===== config.mk =====
export PLATFORM = sky130hd
export DESIGN_NAME = deframer_top
export DESIGN_NICKNAME = d
export VERILOG_FILES = /design/src/rtl/deframer_pkg.sv /design/src/rtl/deframer_lane.sv /design/src/rtl/deframer_perr_enc.sv /design/src/rtl/deframer_top.sv
export SDC_FILE = /design/constraint.sdc
export NUM_CORES = 1
export LEC_CHECK = 0
export BUFFER_PORTS_ARGS = -buffer_cell sky130_fd_sc_hd__buf_2
export CAP_MARGIN = 20
export CORE_MARGIN = 2
export CORE_UTILIZATION = 45
export CTS_CLUSTER_SIZE = 25
export DETAILED_ROUTE_END_ITERATION = 6
export PLACE_DENSITY_LB_ADDON = 0.05
export SETUP_SLACK_MARGIN = 0.05
export SLEW_MARGIN = 15
export SYNTH_ARGS = -nofsm -noshare
export SYNTH_HDL_FRONTEND = slang
export SYNTH_SLANG_ARGS = --single-unit

===== constraint.sdc =====
create_clock -name clk -period 3.05 [get_ports clk]
set_input_delay 0.61 -clock clk [delete_from_list [all_inputs] [get_ports clk]]
set_output_delay 0.61 -clock clk [all_outputs]
set_load 0.02 [all_outputs]

===== src/rtl/deframer_pkg.sv =====
package deframer_pkg;

  typedef enum logic [1:0] {
    TAG_HDR  = 2'd0,
    TAG_RADD = 2'd1,
    TAG_DATA = 2'd2,
    TAG_END  = 2'd3
  } word_tag_e;

  typedef enum logic {
    LS_HUNT = 1'b0,
    LS_LOCK = 1'b1
  } lane_state_e;

endpackage


===== src/rtl/deframer_lane.sv =====
module deframer_lane
  import deframer_pkg::*;
#(
  parameter int unsigned        WORD_W     = 16,
  parameter int unsigned        LANE_W     = 2,
  parameter logic [WORD_W-1:0]  START_MARK = 16'hF0A5,
  parameter int unsigned        HDR_WORDS  = 2,
  parameter int unsigned        ADDR_WORDS = 1,
  parameter int unsigned        DATA_WORDS = 4
) (
  input  logic              clk,
  input  logic              rst_n,
  input  logic [LANE_W-1:0] pair_i,
  output logic [WORD_W-1:0] word_o,
  output logic              valid_o,
  output logic [1:0]        tag_o,
  output logic              perr_o
);

  localparam int unsigned PAIRS = WORD_W / LANE_W;
  localparam int unsigned PCW   = (PAIRS > 1) ? $clog2(PAIRS) : 1;
  localparam int unsigned FRAME = HDR_WORDS + ADDR_WORDS + DATA_WORDS + 1;
  localparam int unsigned WCW   = $clog2(FRAME + 1);
  localparam logic [PCW-1:0] LAST_P   = PCW'(PAIRS - 1);
  localparam logic [WCW-1:0] HDR_LIM  = WCW'(HDR_WORDS);
  localparam logic [WCW-1:0] ADDR_LIM = WCW'(HDR_WORDS + ADDR_WORDS);
  localparam logic [WCW-1:0] DATA_LIM = WCW'(HDR_WORDS + ADDR_WORDS + DATA_WORDS);

  lane_state_e       state_q, state_n;
  logic [WORD_W-1:0] sr_q, sr_d, sr_shift;
  logic [PCW-1:0]    pcnt_q, pcnt_n;
  logic [WCW-1:0]    widx_q, widx_n;
  logic              valid_q, valid_n;
  logic              perr_q, perr_n;
  logic [WORD_W-1:0] word_q;
  word_tag_e         tag_q, tag_cur;
  logic              word_en;

  // position in the event selects the type label
  always_comb begin
    if (widx_q < HDR_LIM)       tag_cur = TAG_HDR;
    else if (widx_q < ADDR_LIM) tag_cur = TAG_RADD;
    else if (widx_q < DATA_LIM) tag_cur = TAG_DATA;
    else                        tag_cur = TAG_END;
  end

  always_comb begin
    sr_shift = {sr_q[WORD_W-LANE_W-1:0], pair_i};
    state_n  = state_q;
    sr_d     = sr_shift;
    pcnt_n   = pcnt_q;
    widx_n   = widx_q;
    valid_n  = 1'b0;
    perr_n   = 1'b0;
    word_en  = 1'b0;
    unique case (state_q)
      LS_HUNT: begin
        if (sr_shift == START_MARK) begin
          state_n = LS_LOCK;
          pcnt_n  = '0;
          widx_n  = '0;
        end
      end
      LS_LOCK: begin
        if (pcnt_q == LAST_P) begin
          pcnt_n  = '0;
          valid_n = 1'b1;
          word_en = 1'b1;
          perr_n  = (^sr_shift) && (tag_cur != TAG_END);
          if (tag_cur == TAG_END) begin
            state_n = LS_HUNT;
            sr_d    = '0;
            widx_n  = '0;
          end else begin
            widx_n = widx_q + 1'b1;
          end
        end else begin
          pcnt_n = pcnt_q + 1'b1;
        end
      end
      default: state_n = LS_HUNT;
    endcase
  end

  always_ff @(posedge clk or negedge rst_n) begin
    if (!rst_n) begin
      state_q <= LS_HUNT;
      sr_q    <= '0;
      pcnt_q  <= '0;
      widx_q  <= '0;
      valid_q <= 1'b0;
      perr_q  <= 1'b0;
      word_q  <= '0;
      tag_q   <= TAG_HDR;
    end else begin
      state_q <= state_n;
      sr_q    <= sr_d;
      pcnt_q  <= pcnt_n;
      widx_q  <= widx_n;
      valid_q <= valid_n;
      perr_q  <= perr_n;
      if (word_en) begin
        word_q <= sr_shift;
        tag_q  <= tag_cur;
      end
    end
  end

  assign word_o  = word_q;
  assign valid_o = valid_q;
  assign tag_o   = tag_q;
  assign perr_o  = perr_q;

endmodule


===== src/rtl/deframer_perr_enc.sv =====
module deframer_perr_enc #(
  parameter int unsigned LANES = 8,
  localparam int unsigned IDXW = (LANES > 1) ? $clog2(LANES) : 1
) (
  input  logic [LANES-1:0] perr_i,
  output logic             any_o,
  output logic [IDXW-1:0]  idx_o
);

  always_comb begin
    any_o = |perr_i;
    idx_o = '0;
    for (int i = LANES - 1; i >= 0; i--) begin
      if (perr_i[i]) idx_o = IDXW'(i);
    end
  end

endmodule


===== src/rtl/deframer_top.sv =====
module deframer_top #(
  parameter int unsigned        LANES      = 8,
  parameter int unsigned        LANE_W     = 2,
  parameter int unsigned        WORD_W     = 16,
  parameter logic [WORD_W-1:0]  START_MARK = 16'hF0A5,
  parameter int unsigned        HDR_WORDS  = 2,
  parameter int unsigned        ADDR_WORDS = 1,
  parameter int unsigned        DATA_WORDS = 4,
  localparam int unsigned       IDXW       = (LANES > 1) ? $clog2(LANES) : 1
) (
  input  logic                    clk,
  input  logic                    rst_n,
  input  logic [LANES*LANE_W-1:0] bus_i,
  output logic [LANES*WORD_W-1:0] word_o,
  output logic [LANES-1:0]        valid_o,
  output logic [LANES*2-1:0]      tag_o,
  output logic [LANES-1:0]        perr_o,
  output logic                    perr_any_o,
  output logic [IDXW-1:0]         perr_idx_o
);

  for (genvar g = 0; g < LANES; g++) begin : g_lane
    deframer_lane #(
      .WORD_W    (WORD_W),
      .LANE_W    (LANE_W),
      .START_MARK(START_MARK),
      .HDR_WORDS (HDR_WORDS),
      .ADDR_WORDS(ADDR_WORDS),
      .DATA_WORDS(DATA_WORDS)
    ) lane_i (
      .clk    (clk),
      .rst_n  (rst_n),
      .pair_i (bus_i[g*LANE_W +: LANE_W]),
      .word_o (word_o[g*WORD_W +: WORD_W]),
      .valid_o(valid_o[g]),
      .tag_o  (tag_o[g*2 +: 2]),
      .perr_o (perr_o[g])
    );
  end

  deframer_perr_enc #(.LANES(LANES)) enc_i (
    .perr_i(perr_o),
    .any_o (perr_any_o),
    .idx_o (perr_idx_o)
  );

endmodule


==> results of run 1 <==
## metrics by stage
step / hold slack (ns) / power, mW / setup WS (ns) / util, % / area, µm²
after detailed placement: 0.4650 / 5.262 / 1.061 / 49.72 / 15290
after global routing: 0.06487 / 10.50 / 0.4675 / 54.15 / 16650
final: 0.03285 / 10.05 / 0.5704 / 54.15 / 16650
after CTS: 0.04281 / 10.22 / 0.5587 / 54.15 / 16650
after global placement: 0.4556 / 5.258 / 1.084 / 49.72 / 15290
after floorplan: 0.3144 / 5.049 / 1.333 / - / 14100
## state kept, by name, indices dropped and copies added, names as in the netlist
| name | count |
|---|---|
| g_lane.lane_i.state_q | 8 |
| g_lane.lane_i.sr_q | 112 |
| g_lane.lane_i.tag_o | 16 |
| g_lane.lane_i.pcnt_q | 24 |
| g_lane.lane_i.valid_o | 8 |
| g_lane.lane_i.perr_o | 8 |
| g_lane.lane_i.word_o | 128 |
| g_lane.lane_i.widx_q | 32 |
## final timing paths
path | cells after the start | startpoint | end
max | 3 | g_lane[2].lane_i.perr_o | perr_idx_o[2]
min | 1 | rst_n | g_lane[7].lane_i.sr_q[2]
max reg2reg | 5 | g_lane[1].lane_i.pcnt_q[0] | g_lane[1].lane_i.sr_q[13]
min reg2reg | 2 | g_lane[7].lane_i.word_o[9] | g_lane[7].lane_i.word_o[9]
max in group asynchronous | 2 | rst_n | g_lane[1].lane_i.word_o[13]
min in group clk | 2 | bus_i[12] | g_lane[6].lane_i.sr_q[0]
## report_power, final
group	internal (mW)	switching [mW]	total, mW
Clock	3.09	1.80	4.89
Sequential	4.54	0.0456	4.59
Combinational	0.261	0.315	0.576
Total	7.90	2.16	10.1
## kinds of logic after synthesis
family | after synthesis | synth area share [%]
DFF | 336 | 59.61
and+or+nand+nor | 316 | 10.65
AOI/OAI and AO/OA | 162 | 7.416
buffers and inverters | 132 | 4.693
adders and majority gates | 88 | 7.806
muxes | 77 | 6.218
xor gates and xnor gates | 58 | 3.602
## cell type report
class	count	area, µm²	share of cell area [%]
Tap cell	396	495.5	2.976
Sequential cell	336	8408	50.50
Timing Repair Buffer	188	1018	6.117
Clock inverter	16	235.2	1.413
Clock buffer	52	1127	6.771
Multi-Input combinational cell	701	5035	30.24
Inverter	86	330.3	1.984
## layer usage
layer	track usage, %	wire length, µm	vias to the layer above	part of all wire [%]
met5	0	12	-	0.044
met4	4.618	489	2	1.8
met3	4.011	1410	37	5.1
met2	26.83	12160	160	44
met1	24.70	13460	4231	49
li1	-	-	4269	-
## layout by cell type, fill, tap and decap left out, types with 20 or more instances in the layout
| cell type | Yosys | layout |
|---|---|---|
| ha_1 | 88 | 88 |
| nor2_1 | 110 | 110 |
| inv_1 | 78 | 78 |
| a21oi_1 | 20 | 20 |
| dfrtp_1 | 336 | 336 |
| mux2_2 | 65 | 65 |
| o21ai_0 | 81 | 81 |
| nand2_1 | 88 | 88 |
| clkbuf_16 | 0 | 41 |
| xnor2_1 | 43 | 43 |
| nor2b_1 | 49 | 49 |
| buf_2 | 4 | 180 |
==> results.json, run 1 <==
{
  "outcome": "completed",
  "cpPeakStageDelay_ns": 0.47,
  "max-vdd-ir-drop_mv": 0.3711,
  "wl_per_cell_um": 15.51,
  "cts_tree": "built",
  "totalWireLength_um": 27540,
  "yosysTopAreaCell": "dfrtp_1",
  "setup_tns_ns": 0,
  "cts-htree-levels": 2,
  "synth_async_sr_flop_share_pct": 100.0,
  "power-per-cell-area_nw_per_um2": 603.8,
  "syn2layout_area_growth_pct": 18.04,
  "synth.most_common_cell": "dfrtp_1",
  "reg2reg_slack_ns": 1.12,
  "netlist_area_um2": 14100,
  "grt_pass1_vias": 8894,
  "numCtsBuffers": 38,
  "dp_cells": 1707,
  "post-route-min-period_ns": 2.480,
  "hold_class": "primary input to async pin",
  "n_antenna_cell": 0,
  "rsz0062_at_grt": "false",
  "finalSetupViolCount": 0,
  "ant_nets": 0,
  "p_leak_nw": 8.754,
  "grt_antenna_before_repair": 1,
  "postCtsSetupBuffers": 0,
  "path_cells": "nor4_1, nor2b_1, buf_2",
  "ys_ff_latch": 336,
  "grt_pass1_wl_um": 46330,
  "vias": 8699,
  "cts_resized": 0,
  "critPathTopFamily": "simple AND/OR/NAND/NOR gates",
  "yosysUniqueCellTypes": 56,
  "grt_max_degree": 81,
  "grt_remaining_overflow": 0,
  "fin_cells": 1775,
  "synthTopCellsByArea": "dfrtp_1 60%, ha_1 7.8%, mux2_2 5.2%, nor2_1 2.9%, o21ai_0 2.9%",
  "fmax_ghz": 0.4033,
  "dieArea_um2": 32780,
  "vias_per_cell": 4.901,
  "cp_num_buf_inv": 1,
  "synthFlopType": "dfrtp_1",
  "die_x_um": 181.0,
  "critPathMaxFanout": 4,
  "synthesis.instances": 1169,
  "finClkSkew_ns": 0.01367,
  "tightest_slew_ns": 1.002,
  "cp-start-kind": "register",
  "fin_nets": 1457,
  "insertion_delay_ns": 0.52,
  "clkTransAtPathRegs_ns": 0.06,
  "endpoint_kind": "primary output",
  "cts_buffer_depth": 3,
  "place_congestion": 0.7367,
  "max-slew-margin-rel_pct": 32.94,
  "start_util_pct": 45.87,
  "fillers": 2681,
  "critPathKind": "register to primary output",
  "synth_common_cells": "336 x dfrtp_1, 110 x nor2_1, 88 x ha_1, 88 x nand2_1, 81 x o21ai_0",
  "rows": 64,
  "critical_path_required_ns": 2.44,
  "pin_count": 182,
  "hold_buffers": 0,
  "cp_slowest_cell": "dfrtp_1",
  "synth-edff-count": 0,
  "cts.sinks": 336,
  "hold_viol_final": 0,
  "cap_viol_max_count": 0,
  "grt_usage_pct": 17.33,
  "yosysWarnings": 0,
  "syn_nets": 1275,
  "synth_top_cell_area_share_pct": 59.61,
  "ctsRootBufferMaster": "clkbuf_16",
  "coreArea_um2": 30750,
  "drv_slew": 0,
  "io_buffers": 181,
  "syn_area_per_cell_um2": 12.07,
  "dp_hpwl_um": 19180,
  "fin_crit_sh_pct": 81.30,
  "drc": 0,
  "drt_iter0_drc": 398,
  "drive_above_1_share_pct": 25.24,
  "dr.pass1.iters": 4,
  "crit_arrival_ns": 1.87,
  "ys_seq_area_share_pct": 59.61,
  "fp.dieH_um": 181.0
}
Note: power is estimated with default switching activity, not from simulation.
==> inputs of run 2 (changes only) <==
clock period = 2.58 ns   (was 3.05 ns; I/O delays follow)
==> run 2 against run 1 <==
Non-clock buffer count rose by 5. Worst setup slack got worse by 0.34 ns. First-iteration DRC count fell by 17%. Global-route usage fell by 0.22 points. Die area did not move. Hold slack improved by 0.23 ns. Final cell count rose by 0.34%. Sequential power rose by 18%. Critical path type unchanged.
==> results.json, run 2 (synthesis results as in run 1) <==
{
  "clkTransAtPathRegs_ns": 0.06,
  "tightest_slew_ns": 1.001,
  "hold_class": "primary input to register",
  "fp.dieH_um": 181.0,
  "endpoint_kind": "primary output",
  "dieArea_um2": 32780,
  "dp_hpwl_um": 19420,
  "cp-start-kind": "register",
  "maxUsedRoutingLayer": "met5",
  "totalWireLength_um": 27510,
  "ant_nets": 0,
  "finalSetupViolCount": 0,
  "largest_reg_flops": 128,
  "stdcell_area_um2": 16720,
  "rr_startpoint": "g_lane[1].lane_i.pcnt_q[0]",
  "max-vdd-ir-drop_mv": 0.4908,
  "syn2layout_area_growth_pct": 18.55,
  "switching_share_pct": 21.19,
  "multi_input_comb_area_um2": 5035,
  "grt_antenna_before_repair": 1,
  "reg2reg_to": "g_lane[1].lane_i.sr_q[7]",
  "fmax_ghz": 0.4265,
  "drt_iter0_drc": 331,
  "vias_per_cell": 4.851,
  "coreArea_um2": 30750,
  "reg2reg_slack_ns": 0.65,
  "grt_max_degree": 64,
  "pin_count": 182,
  "dr.pass1.iters": 4,
  "crit_arrival_ns": 1.83,
  "setup_tns_ns": 0,
  "postCtsSetupBuffers": 0,
  "met1_length_um": 13410,
  "outcome": "completed",
  "post-route-min-period_ns": 2.345,
  "cts_resized": 0,
  "cts_tree": "built",
  "fillers": 2705,
  "fin_crit_sh_pct": 90.88,
  "drive_above_1_share_pct": 25.63,
  "power.switching_mw": 2.533,
  "hp-start": "bus_i[12]",
  "cts-htree-levels": 2,
  "place_congestion": 0.7500,
  "cts.sinks": 336,
  "die_x_um": 181.0,
  "grt_usage_pct": 17.11,
  "cap_viol_max_count": 0,
  "path_cells": "nor4_1, nor2b_1, buf_2",
  "hold-path-cell-count": 2,
  "mostFrequentLayoutCell": "dfrtp_1",
  "p_seq_share_pct": 45.4,
  "p_leak_nw": 8.801,
  "worstHoldEndpoint": "g_lane[6].lane_i.sr_q[0]",
  "layout_common_cells": "336 x dfrtp_1, 180 x buf_2, 110 x nor2_1, 88 x nand2_1, 88 x ha_1",
  "comb_power_share_pct": 5.8,
  "start_util_pct": 45.87,
  "grt_pass1_vias": 8813,
  "n_antenna_cell": 0,
  "regArea_um2": 8408,
  "hold_viol_final": 0,
  "rsz0062_at_grt": "false",
  "drc": 0,
  "intPower_mw": 9.420,
  "finClkSkew_ns": 0.01051,
  "critPathKind": "register to primary output",
  "cts_buffer_depth": 3,
  "placed_area_um2": 15320,
  "io_buffers": 181,
  "vias": 8639,
  "hold_buffers": 1,
  "cp_slowest_cell": "dfrtp_1",
  "critical_path_required_ns": 2.06,
  "wl_met3_um": 1404,
  "cpPeakStageDelay_ns": 0.48,
  "numCtsBuffers": 38,
  "grt_remaining_overflow": 0,
  "clkPwrFrac_pct": 48.9,
  "wl_per_cell_um": 15.45,
  "critPathMaxFanout": 4,
  "ff2ff_path_depth": 5,
  "ctsRootBufferMaster": "clkbuf_16",
  "grt_pass1_wl_um": 45890,
  "power-per-cell-area_nw_per_um2": 714.9,
  "met2WireLength_um": 12180,
  "power_mw": 11.95,
  "drv_slew": 0,
  "insertion_delay_ns": 0.51,
  "fin_nets": 1462,
  "rows": 64,
  "max-slew-margin-rel_pct": 33.05
}
==> run 2: layout make-up <==
type                            instances  area share (%)
Multi-Input combinational cell        701           30.11
Inverter                               86           1.975
Sequential cell                       336           50.28
Clock inverter                         16           1.392
Timing Repair Buffer                  193           6.330
Clock buffer                           53           6.944
Tap cell                              396           2.963
==> run 2: critical path, delay by kind of cell, from the launching register on <==
family	cells	cell delay (ns)
buffers and inverters	1	0.21
DFF	1	0.48
and+or+nand+nor	2	0.63
==> run 2: stage by stage <==
stage,hold slack [ns],util (%),std cells,worst slack [ns]
6_report,0.2584,54.38,1781,0.2353
5_1_grt,0.2510,54.38,1781,0.08339
4_1_cts,0.2394,54.38,1781,0.1991
3_5_place_dp,0.4652,49.81,1711,0.6810
3_3_place_gp,0.4571,49.81,1711,0.7173
2_1_floorplan,0.2204,-,1169,0.9568
==> run 2: metal layers <==
metal / GRT usage, % / vias up
met1: 24.55 / 4150
met3: 3.790 / 38
met5: 0 / -
met2: 26.43 / 162
met4: 4.585 / 2
li1: - / 4287
==> run 2: power by group through the flow <==
stage / registers, mW / logic (mW) / clock network, mW
after floorplan: 5.51 / 0.459 / 0
after global routing: 5.43 / 0.791 / 6.22
final: 5.42 / 0.689 / 5.84
after CTS: 5.42 / 0.713 / 6.02
after detailed placement: 5.52 / 0.709 / 0
after global placement: 5.52 / 0.700 / 0
==> run 2: worst max path at each step <==
stage	start	end	slack, ns	cells past startpoint
6_report	g_lane[2].lane_i.perr_o	perr_idx_o[2]	0.24	3
5_1_grt	g_lane[2].lane_i.perr_o	perr_idx_o[2]	0.08	3
4_1_cts	g_lane[2].lane_i.perr_o	perr_idx_o[2]	0.20	3
3_5_place_dp	g_lane[1].lane_i.pcnt_q[0]	g_lane[1].lane_i.sr_q[7]	0.68	5
3_3_place_gp	g_lane[1].lane_i.pcnt_q[0]	g_lane[1].lane_i.state_q	0.72	5
2_1_floorplan	bus_i[3]	g_lane[1].lane_i.widx_q[3]	0.96	6
